==> config.mk <==
export PLATFORM = sky130hd
export DESIGN_NAME = clk_ready_ctrl
export DESIGN_NICKNAME = d
export VERILOG_FILES = /design/src/rtl/ckc_pkg.sv /design/src/rtl/ckc_osc.sv /design/src/rtl/ckc_irq.sv /design/src/rtl/ckc_sysclk.sv /design/src/rtl/clk_ready_ctrl.sv
export SDC_FILE = /design/constraint.sdc
export NUM_CORES = 1
export LEC_CHECK = 0
export ABC_AREA = 1
export BUFFER_PORTS_ARGS = -buffer_cell sky130_fd_sc_hd__buf_2
export CAP_MARGIN = 20
export CELL_PAD_IN_SITES_DETAIL_PLACEMENT = 0
export CELL_PAD_IN_SITES_GLOBAL_PLACEMENT = 2
export CORE_MARGIN = 8
export CORE_UTILIZATION = 32
export CTS_CLUSTER_DIAMETER = 100
export DETAILED_ROUTE_END_ITERATION = 12
export GPL_ROUTABILITY_DRIVEN = 0
export PLACE_DENSITY = 0.85
export SETUP_SLACK_MARGIN = 0.3
export SYNTH_ARGS = -nofsm -noshare
export SYNTH_HDL_FRONTEND = slang
export SYNTH_HIERARCHICAL = 1
export SYNTH_SLANG_ARGS = --single-unit
==> constraint.sdc <==
create_clock -name clk_i -period 1.73 [get_ports clk_i]
set_input_delay 0.0865 -clock clk_i [delete_from_list [all_inputs] [get_ports clk_i]]
set_output_delay 0.0865 -clock clk_i [all_outputs]
set_load 0.1 [all_outputs]
==> src/rtl/ckc_pkg.sv <==
package ckc_pkg;
  localparam int N_SRC = 8;

  // Source index; also the bit position in IEN, IFLAG and ICLR
  localparam int S_MSI = 0;
  localparam int S_HSI = 1;
  localparam int S_HSE = 2;
  localparam int S_LSI = 3;
  localparam int S_LSE = 4;
  localparam int S_PLL = 5;
  localparam int S_AX1 = 6;
  localparam int S_AX2 = 7;

  // Word index of each register (addr_i[5:2])
  localparam logic [3:0] A_CTRL   = 4'd0;
  localparam logic [3:0] A_CFG    = 4'd1;
  localparam logic [3:0] A_PLLCFG = 4'd2;
  localparam logic [3:0] A_LSI    = 4'd3;
  localparam logic [3:0] A_BKP    = 4'd4;
  localparam logic [3:0] A_IEN    = 4'd5;
  localparam logic [3:0] A_IFLAG  = 4'd6;
  localparam logic [3:0] A_ICLR   = 4'd7;
  localparam logic [3:0] A_DLY    = 4'd8;

  typedef enum logic [1:0] {
    CK_MSI = 2'b00,
    CK_HSI = 2'b01,
    CK_HSE = 2'b10,
    CK_PLL = 2'b11
  } ck_sel_e;
endpackage

==> src/rtl/ckc_osc.sv <==
module ckc_osc #(
  parameter int DLY_W  = 8,
  parameter bit RST_ON = 1'b0
) (
  input  logic             clk_i,
  input  logic             rst_ni,
  input  logic             wr_i,
  input  logic             on_d_i,
  input  logic [DLY_W-1:0] dly_i,
  output logic             on_o,
  output logic             rdy_o,
  output logic             rise_o
);
  logic             on_q, rdy_q;
  logic [DLY_W-1:0] cnt_q;
  logic             done;

  assign done   = cnt_q >= dly_i;
  assign rise_o = on_q & ~rdy_q & done;
  assign on_o   = on_q;
  assign rdy_o  = rdy_q;

  always_ff @(posedge clk_i or negedge rst_ni) begin
    if (!rst_ni) begin
      on_q  <= RST_ON;
      rdy_q <= RST_ON;
      cnt_q <= '0;
    end else begin
      if (wr_i) on_q <= on_d_i;
      if (!on_q) begin
        rdy_q <= 1'b0;
        cnt_q <= '0;
      end else if (!rdy_q) begin
        if (done) rdy_q <= 1'b1;
        else      cnt_q <= cnt_q + 1'b1;
      end
    end
  end

  p_rdy_drop_r3: assert property (@(posedge clk_i) disable iff (!rst_ni)
    (!on_q && rdy_q) |=> !rdy_q);

  p_rdy_needs_on_r2: assert property (@(posedge clk_i) disable iff (!rst_ni)
    !rdy_q |=> (!rdy_q || $past(on_q)));
endmodule

==> src/rtl/ckc_irq.sv <==
module ckc_irq #(
  parameter int N = 8
) (
  input  logic         clk_i,
  input  logic         rst_ni,
  input  logic         en_wr_i,
  input  logic         clr_wr_i,
  input  logic [N-1:0] wdata_i,
  input  logic [N-1:0] rise_i,
  output logic [N-1:0] en_o,
  output logic [N-1:0] flag_o,
  output logic         irq_o
);
  logic [N-1:0] en_q, flag_q, clr_m, set_m;

  assign clr_m = clr_wr_i ? wdata_i : '0;
  assign set_m = rise_i & en_q;

  always_ff @(posedge clk_i or negedge rst_ni) begin
    if (!rst_ni) begin
      en_q   <= '0;
      flag_q <= '0;
    end else begin
      if (en_wr_i) en_q <= wdata_i;
      flag_q <= (flag_q & ~clr_m) | set_m;  // set wins over clear
    end
  end

  assign en_o   = en_q;
  assign flag_o = flag_q;
  assign irq_o  = |(flag_q & en_q);

  p_flag_only_on_rise_r4: assert property (@(posedge clk_i) disable iff (!rst_ni)
    1'b1 |=> ((flag_q & ~$past(flag_q) & ~$past(rise_i & en_q)) == '0));

  p_clear_takes_r5: assert property (@(posedge clk_i) disable iff (!rst_ni)
    1'b1 |=> ((flag_q & $past(clr_wr_i ? (wdata_i & ~(rise_i & en_q)) : '0)) == '0));
endmodule

==> src/rtl/ckc_sysclk.sv <==
module ckc_sysclk
  import ckc_pkg::*;
(
  input  logic       clk_i,
  input  logic       rst_ni,
  input  logic       wr_i,
  input  logic [1:0] sw_d_i,
  input  logic [3:0] rdy_i,   // indexed by ck_sel_e
  output logic [1:0] sw_o,
  output logic [1:0] sws_o
);
  ck_sel_e sw_q, sws_q;

  always_ff @(posedge clk_i or negedge rst_ni) begin
    if (!rst_ni) begin
      sw_q  <= CK_MSI;
      sws_q <= CK_MSI;
    end else begin
      if (wr_i) sw_q <= ck_sel_e'(sw_d_i);
      if (rdy_i[sw_q]) sws_q <= sw_q;
    end
  end

  assign sw_o  = sw_q;
  assign sws_o = sws_q;

  p_sws_to_request_r7: assert property (@(posedge clk_i) disable iff (!rst_ni)
    !$stable(sws_q) |-> (sws_q == $past(sw_q)));

  p_sws_needs_ready_r7: assert property (@(posedge clk_i) disable iff (!rst_ni)
    !$stable(sws_q) |-> $past(rdy_i[sw_q]));
endmodule

==> src/rtl/clk_ready_ctrl.sv <==
module clk_ready_ctrl
  import ckc_pkg::*;
#(
  parameter int DLY_W     = 8,
  parameter int N_W       = 7,
  parameter int RANGE_W   = 4,
  parameter int RANGE_RST = 4
) (
  input  logic        clk_i,
  input  logic        rst_ni,
  input  logic        wr_i,
  input  logic [5:0]  addr_i,
  input  logic [31:0] wdata_i,
  output logic [31:0] rdata_o,
  output logic        irq_o
);
  localparam int RANGE_LSB = 12;
  localparam int N_LSB     = 8;
  localparam int PREN_BIT  = 16;
  localparam int DRV_LSB   = 3;

  logic [3:0] a;
  assign a = addr_i[5:2];

  logic ctrl_wr, cfg_wr, pll_wr, lsi_wr, bkp_wr, ien_wr, iclr_wr, dly_wr;
  assign ctrl_wr = wr_i && (a == A_CTRL);
  assign cfg_wr  = wr_i && (a == A_CFG);
  assign pll_wr  = wr_i && (a == A_PLLCFG);
  assign lsi_wr  = wr_i && (a == A_LSI);
  assign bkp_wr  = wr_i && (a == A_BKP);
  assign ien_wr  = wr_i && (a == A_IEN);
  assign iclr_wr = wr_i && (a == A_ICLR);
  assign dly_wr  = wr_i && (a == A_DLY);

  logic [DLY_W-1:0]   dly_q;
  logic [RANGE_W-1:0] range_q;
  logic [1:0]         drv_q;
  logic [1:0]         psrc_q;
  logic [N_W-1:0]     pn_q;
  logic               pren_q;

  logic [N_SRC-1:0] src_wr, on_d, on, rdy, rise;

  // Per-source write strobe and on-bit position
  assign src_wr = {ctrl_wr, ctrl_wr, ctrl_wr, bkp_wr, lsi_wr, ctrl_wr, ctrl_wr, ctrl_wr};
  assign on_d   = {wdata_i[10], wdata_i[8], wdata_i[6], wdata_i[0],
                   wdata_i[0], wdata_i[4], wdata_i[2], wdata_i[0]};

  for (genvar i = 0; i < N_SRC; i++) begin : g_src
    ckc_osc #(.DLY_W(DLY_W), .RST_ON(i == S_MSI)) u_osc (
      .clk_i  (clk_i),
      .rst_ni (rst_ni),
      .wr_i   (src_wr[i]),
      .on_d_i (on_d[i]),
      .dly_i  (dly_q),
      .on_o   (on[i]),
      .rdy_o  (rdy[i]),
      .rise_o (rise[i])
    );
  end

  logic [N_SRC-1:0] ien, iflag;
  ckc_irq #(.N(N_SRC)) u_irq (
    .clk_i    (clk_i),
    .rst_ni   (rst_ni),
    .en_wr_i  (ien_wr),
    .clr_wr_i (iclr_wr),
    .wdata_i  (wdata_i[N_SRC-1:0]),
    .rise_i   (rise),
    .en_o     (ien),
    .flag_o   (iflag),
    .irq_o    (irq_o)
  );

  logic [1:0] sw, sws;
  ckc_sysclk u_sys (
    .clk_i  (clk_i),
    .rst_ni (rst_ni),
    .wr_i   (cfg_wr),
    .sw_d_i (wdata_i[1:0]),
    .rdy_i  ({rdy[S_PLL], rdy[S_HSE], rdy[S_HSI], rdy[S_MSI]}),
    .sw_o   (sw),
    .sws_o  (sws)
  );

  always_ff @(posedge clk_i or negedge rst_ni) begin
    if (!rst_ni) begin
      dly_q   <= '0;
      range_q <= RANGE_W'(RANGE_RST);
      drv_q   <= '0;
      psrc_q  <= '0;
      pn_q    <= '0;
      pren_q  <= 1'b0;
    end else begin
      if (dly_wr) dly_q <= wdata_i[DLY_W-1:0];
      // range is locked while MSI is settling
      if (ctrl_wr && (!on[S_MSI] || rdy[S_MSI]))
        range_q <= wdata_i[RANGE_LSB +: RANGE_W];
      if (bkp_wr) drv_q <= wdata_i[DRV_LSB +: 2];
      if (pll_wr) begin
        psrc_q <= wdata_i[1:0];
        pn_q   <= wdata_i[N_LSB +: N_W];
        pren_q <= wdata_i[PREN_BIT];
      end
    end
  end

  always_comb begin
    rdata_o = '0;
    case (a)
      A_CTRL: begin
        rdata_o[1:0]   = {rdy[S_MSI], on[S_MSI]};
        rdata_o[3:2]   = {rdy[S_HSI], on[S_HSI]};
        rdata_o[5:4]   = {rdy[S_HSE], on[S_HSE]};
        rdata_o[7:6]   = {rdy[S_PLL], on[S_PLL]};
        rdata_o[9:8]   = {rdy[S_AX1], on[S_AX1]};
        rdata_o[11:10] = {rdy[S_AX2], on[S_AX2]};
        rdata_o[RANGE_LSB +: RANGE_W] = range_q;
      end
      A_CFG:    rdata_o[3:0] = {sws, sw};
      A_PLLCFG: begin
        rdata_o[1:0]           = psrc_q;
        rdata_o[N_LSB +: N_W]  = pn_q;
        rdata_o[PREN_BIT]      = pren_q;
      end
      A_LSI:   rdata_o[1:0] = {rdy[S_LSI], on[S_LSI]};
      A_BKP: begin
        rdata_o[1:0]         = {rdy[S_LSE], on[S_LSE]};
        rdata_o[DRV_LSB +: 2] = drv_q;
      end
      A_IEN:   rdata_o[N_SRC-1:0] = ien;
      A_IFLAG: rdata_o[N_SRC-1:0] = iflag;
      A_DLY:   rdata_o[DLY_W-1:0] = dly_q;
      default: rdata_o = '0;
    endcase
  end

  p_range_locked_r9: assert property (@(posedge clk_i) disable iff (!rst_ni)
    (on[S_MSI] && !rdy[S_MSI]) |=> $stable(range_q));

  p_irq_needs_flag_r6: assert property (@(posedge clk_i) disable iff (!rst_ni)
    irq_o |-> (iflag != '0));
endmodule

==> impl_metrics.ini, run 1 <==
[critical_path]
path_delay_family = simple AND/OR/NAND/NOR gates
max_stage_delay_ns = 0.52
path_max_fanout = 8
crit_chain = buf_12 -> inv_1 -> ha_4 -> nand2_1 -> nand2_1 -> nand2_1 -> nand2_1 -> nand2_2 -> nand4_4 -> nand3_2 -> nand2_2
r2r-start = dly_q[1]
crit_path_top_delay_cell = dfrtp_4
cp-end-kind = flop
crit_type = reg2reg
crit_start = dly_q[1]
critPathBufInv = 2
cp.arrival_ns = 2.08
start_kind = flop
cp.required_ns = 2.04
crit_top_cell = nand2_1

[clocking]
cts_made_buffers = 17
cts_buffer_depth = 2
clock_latency_ns = 0.42
cts.sinks = 124
h-tree-depth = 4
clk_pin_slew_ns = 0.06
clk_root_buffer_cell = clkbuf_16
tritoncts = done

[global_route]
grt.total_usage = 0.1631
gr-total-overflow = 0
grt_pass1_vias = 8883
grt_max_degree = 44
grt_pass1_wl_um = 46690
antenna_found_initial = 3

[placed_design]
port_buffers = 41
place_inst = 1835
place_ws_ns = -0.1122
dp_hpwl_um = 20300
placed_cell_area_um2 = 11180

[timing]
setup_viol = 24
holdWs_ns = 0.1258
worst_pin_slew_ns = 0.5193
rsz0062_at_grt = yes
fin_skew_ns = 0.008555
hold_viol_final = 0
max_slew_margin = 0.6534
drv_slew = 0
fin_ws_ns = -0.03738
period_needed_ns = 1.767
post-route-period-util = 1.022
fmax_mhz = 565.8

[floorplan]
initial_core_util = 0.3217
rows = 63
fp.coreArea_um2 = 29320
dieWidth_um = 187.7
io_pins = 74
die_area_um2 = 35230
dieHeight_um = 187.7

[drt]
wire_per_inst_um = 15.06
drc = 0
viasPerCell = 4.753
first_pass_iters = 5
drt_first_iter_violations = 451
antenna_left = 0
wirelength_um = 28860
via_count = 9106

[synth]
yosysTopAreaCellShare = 0.3210
synth-seq-cells = 124
yosys_warnings = 6
async_flop_share = 1.000
yosysUniqueCellTypes = 29
synth.area.top_cells = dfrtp_1 32%, nand2_1 17%, ha_1 9.5%, inv_1 8.6%, nand3_1 7.1%
synth-edff-count = 0
yosysTopAreaCell = dfrtp_1
synthCells = 1349
ys.flop_type = dfrtp_1
synth_most_common_cell = nand2_1
avgSynthCellArea_um2 = 6.993
netlist_top_cells_count = 435 x nand2_1, 217 x inv_1, 134 x nand3_1
synth_area_um2 = 9434
synth_seq_area_share = 0.3293

[final_layout]
layout.cells.non_filler = 1916
drive_gt1_frac = 0.3320
fin_nets = 1624
fillCellCount = 2922
syn2layout_area_growth_pct = 43.41
stdcell_area_um2 = 13530

[run_status]
violations = negative setup slack
status = complete, but fails checks

[power_and_ir_drop]
leakagePower_nw = 6.766
pwr_density_cell_nw_per_um2 = 1153
max-vdd-ir-drop_mv = 0.6955

[worst_hold_path]
hold_path_class = in2async

[flow_run]
cap_violations = 0
[cell families after synthesis]
family,synth area share
AOI/OAI and AO/OA,0.04828
xor gates and xnor gates,0.02228
adders and majority gates,0.09549
buffers and inverters,0.1340
DFF,0.3293
other,0.0003975
and+or+nand+nor,0.3703
[final cells by class]
cell class                      count  area, um^2  share of cell area
Antenna cell                        2       5.005           0.0003699
Sequential cell                   124        3124              0.2309
Multi-Input combinational cell    953        6421              0.4746
Tap cell                          390       488.0             0.03607
Clock inverter                     11       236.5             0.01748
Clock buffer                       21       470.5             0.03477
Timing Repair Buffer              177        1821              0.1346
Inverter                          238       963.4             0.07121
[report_power, final]
| part | total [mW] | switching, mW | leakage (nW) | internal (mW) |
|---|---|---|---|---|
| combinational | 7.13 | 4.38 | 4.83 | 2.75 |
| sequential | 4.12 | 0.601 | 1.59 | 3.52 |
| clock | 4.35 | 1.38 | 0.343 | 2.96 |
| total | 15.6 | 6.37 | 6.77 | 9.23 |
[per-layer routing]
metal,track usage,part of all wire,vias to the layer above
met5,0,0.00035,-
met2,0.2754,0.49,151
met4,0.05970,0.023,2
met3,0.02322,0.033,31
li1,-,-,4615
met1,0.2091,0.46,4307
[placed cells by master (no fill, tap or decap), types with 3 or more instances in the layout]
cell type      netlist  layout
inv_4                0       6
ha_1                72      31
nand2_4              0       6
nor2_2              12      20
inv_2                5      31
nand3_1            134      69
a21oi_2              0      13
dfrtp_1            121     109
clkinv_1            16      16
clkinv_8             0       3
nand4_1             83      83
o21ai_1             11      17
xnor2_1              8       8
buf_4               25      80
clkbuf_8             0       3
o21ai_0             42      28
dfstp_2              3       3
ha_4                 0      41
inv_1              217     179
nand2_2             19      66
nor2_4              13      24
buf_6               11      23
nand3_2              2      67
buf_12               0      32
bufinv_16            0       7
nand2_1            435     382
o21ai_2              0       8
conb_1               1      15
buf_2               11      22
a21o_1               8       8
dfrtp_2              0      11
clkinv_4             0       3
clkbuf_16            0      17
dlygate4sd3_1        0      18
nand4_4              0       8
a31oi_1              8       6
xor2_1              16      16
nor2_1              48      29
[sequential cells by signal, indices dropped and copies added, names as in the netlist, 4 cells and up]
name and count:
g_src.u_osc/cnt_q 64, dly_q 8, g_src.u_osc/on_o 8, g_src.u_osc/rdy_o 8, u_irq/en_o 8, u_irq/flag_o 8
pn_q 7, range_q 4
[worst paths after layout]
kind	endpoint	slack (ns)	depth (start not counted)
max	g_src[0].u_osc/cnt_q[3]	-0.04	11
min	g_src[0].u_osc/cnt_q[0]	0.13	2
max reg2reg	g_src[0].u_osc/cnt_q[3]	-0.04	11
min reg2reg	range_q[2]	0.47	2
max in group asynchronous	g_src[0].u_osc/rdy_o	0.91	3
min in group clk_i	g_src[3].u_osc/on_o	0.13	5
[what timing repair did]
item,4_1_cts,5_1_grt
pin swaps,33,67
resized for setup,99,171
hold buffers,18,0
buffers inserted,17,12
endpoints found under the hold margin,145,0
endpoints found under the setup margin,95,96
[through the flow]
step / total power, mW / utilization / setup TNS (ns)
finish: 15.59 / 0.4614 / -0.4657
global route: 16.60 / 0.4614 / -5.328
CTS: 14.88 / 0.4318 / -0.01441
detailed placement: 9.914 / 0.3814 / -4.615
global placement: 9.827 / 0.3814 / -2.730
floorplan: 7.952 / - / -1.664
(Power assumes the default switching activity.)
==> run 2, diff against run 1 <==
--- a/config.mk
+++ b/config.mk
@@ -10,6 +10,7 @@
 export CAP_MARGIN = 20
 export CELL_PAD_IN_SITES_DETAIL_PLACEMENT = 0
 export CELL_PAD_IN_SITES_GLOBAL_PLACEMENT = 2
+export CORE_ASPECT_RATIO = 0.6
 export CORE_MARGIN = 8
 export CORE_UTILIZATION = 32
 export CTS_CLUSTER_DIAMETER = 100
==> impl_metrics.ini, run 2 (synthesis gave the netlist of run 1 again) <==
[final_layout]
largest_register_ffs = 64
n_antenna_cell = 0
final_cell_mix = 403 x nand2_1, 200 x inv_1, 112 x dfrtp_1
drive_gt1_frac = 0.2956
layout_commonest_cell = nand2_1
fin_util = 0.4566
fillCellCount = 2890
syn2layout_area_growth_pct = 39.83
fin_nets = 1636
stdcell_area_um2 = 13190
top_register = g_src.u_osc/cnt_q

[floorplan]
fp.coreArea_um2 = 28890
initial_core_util = 0.3266
rows = 48
dieHeight_um = 149
dieWidth_um = 237.7
io_pins = 74
die_area_um2 = 35410

[clocking]
cts_buffer_depth = 2
cts.sinks = 124
tritoncts = done
cts_made_buffers = 17
clk_root_buffer_cell = clkbuf_16
clock_latency_ns = 0.44
h-tree-depth = 4
clk_pin_slew_ns = 0.06

[placed_design]
port_buffers = 41
placed_cell_area_um2 = 11230
dp_hpwl_um = 20950

[power_and_ir_drop]
pwr_density_cell_nw_per_um2 = 1145
max-vdd-ir-drop_mv = 0.7596
leakagePower_nw = 6.761

[global_route]
grt.total_usage = 0.1656
grt_pass1_wl_um = 46590
grt_pass1_vias = 8581
grt_max_degree = 53
antenna_found_initial = 0
gr-total-overflow = 0

[timing]
period_needed_ns = 1.829
fmax_mhz = 546.7
post-route-period-util = 1.057
worst_pin_slew_ns = 0.5654
drv_slew = 0
fin_skew_ns = 0.01156
rsz0062_at_grt = yes
holdWs_ns = 0.09236
fin_ws_ns = -0.09932
setup_viol = 35
hold_viol_final = 0
max_slew_margin = 0.6231

[drt]
first_pass_iters = 5
drc = 0
viasPerCell = 4.684
wirelength_um = 28920
wire_per_inst_um = 14.94
antenna_left = 0
drt_first_iter_violations = 615
via_count = 9068

[critical_path]
crit_top_cell = buf_6
r2r-start = dly_q[1]
crit_path_top_delay_cell = dfrtp_2
rr_worst_depth = 11
path_delay_family = buffers and inverters
start_kind = flop
max_stage_delay_ns = 0.41
cp_num_cells = 6
critPathBufInv = 4
crit_type = reg2out
crit_chain = buf_6 -> buf_6 -> buf_6 -> nand3_2 -> nand4_1 -> buf_12
cp.required_ns = 1.64
cp-end-kind = output port
crit_start = dly_q[7]
cp.arrival_ns = 1.74
path_max_fanout = 4

[flow_run]
cap_violations = 0

[worst_hold_path]
hold_depth = 4
hold_path_class = in2reg
holdCritStartpoint = wr_i

[run_status]
violations = negative setup slack
status = complete, but fails checks
## run 2: changes by cell type in the layout (fill, tap and decap cells not counted), sizes merged
cell / change
buf: +11
clkinvlp: +4
inv: +4
clkinv: -3
bufinv: -2
clkbuf: -2
diode: -2
## run 2: timing repair
item,CTS,global route
gates resized for setup,72,110
setup buffers,18,18
endpoints found under the setup margin,96,96
endpoints found under the hold margin,105,0
pin swaps,24,60
hold buffers,18,0
## run 2: area by class of cell
class	instances	area [um^2]	share of cell area
clock buffer	18	439.2	0.03329
clock inverter	14	219.0	0.01660
inverter	238	915.9	0.06943
multi-input combinational	953	6113	0.4634
sequential	124	3120	0.2366
tap	400	500.5	0.03794
timing repair buffer	189	1883	0.1427
## run 2: report_power, final
part | internal [mW] | switching (mW) | leakage, nW | total, mW
sequential | 3.51 | 0.600 | 1.59 | 4.11
clock | 2.59 | 1.48 | 0.304 | 4.08
combinational | 2.65 | 4.27 | 4.87 | 6.92
## run 2: path summary, 6_finish.rpt
| check | endpoint | slack [ns] |
|---|---|---|
| min in group asynchronous | g_src[7].u_osc/cnt_q[7] | 0.18 |
| max in group asynchronous | g_src[1].u_osc/cnt_q[6] | 0.92 |
| setup / recovery | rdata_o[7] | -0.1 |
| setup reg to reg | g_src[3].u_osc/cnt_q[0] | -0.04 |
| hold reg to reg | range_q[0] | 0.48 |
| hold / removal | drv_q[0] | 0.09 |
## run 2: worst min-delay path: stages
cell,delay [ns]
buf_2,0.11
nand2_1,0.15
o21ai_0,0.09
nand2_1,0.06
## run 2: routing by layer
layer	track usage	part of all wire	up-vias
met3	0.02804	0.041	22
li1	-	-	4651
met1	0.2454	0.52	4253
met5	0	0	-
met4	0.04680	0.012	0
met2	0.2427	0.43	142
## run 2: stage by stage
stage               setup TNS [ns]  total power, mW  instances  worst slack (ns)
finish                     -0.6999            15.11       1936          -0.09932
floorplan                   -1.664            7.952       1363           -0.2201
detailed placement          -4.573            9.983       1850           -0.1224
global route                -7.123            16.17       1936           -0.1541
CTS                        -0.4933            14.62       1918          -0.02037
global placement            -2.630            9.891       1850          -0.08890
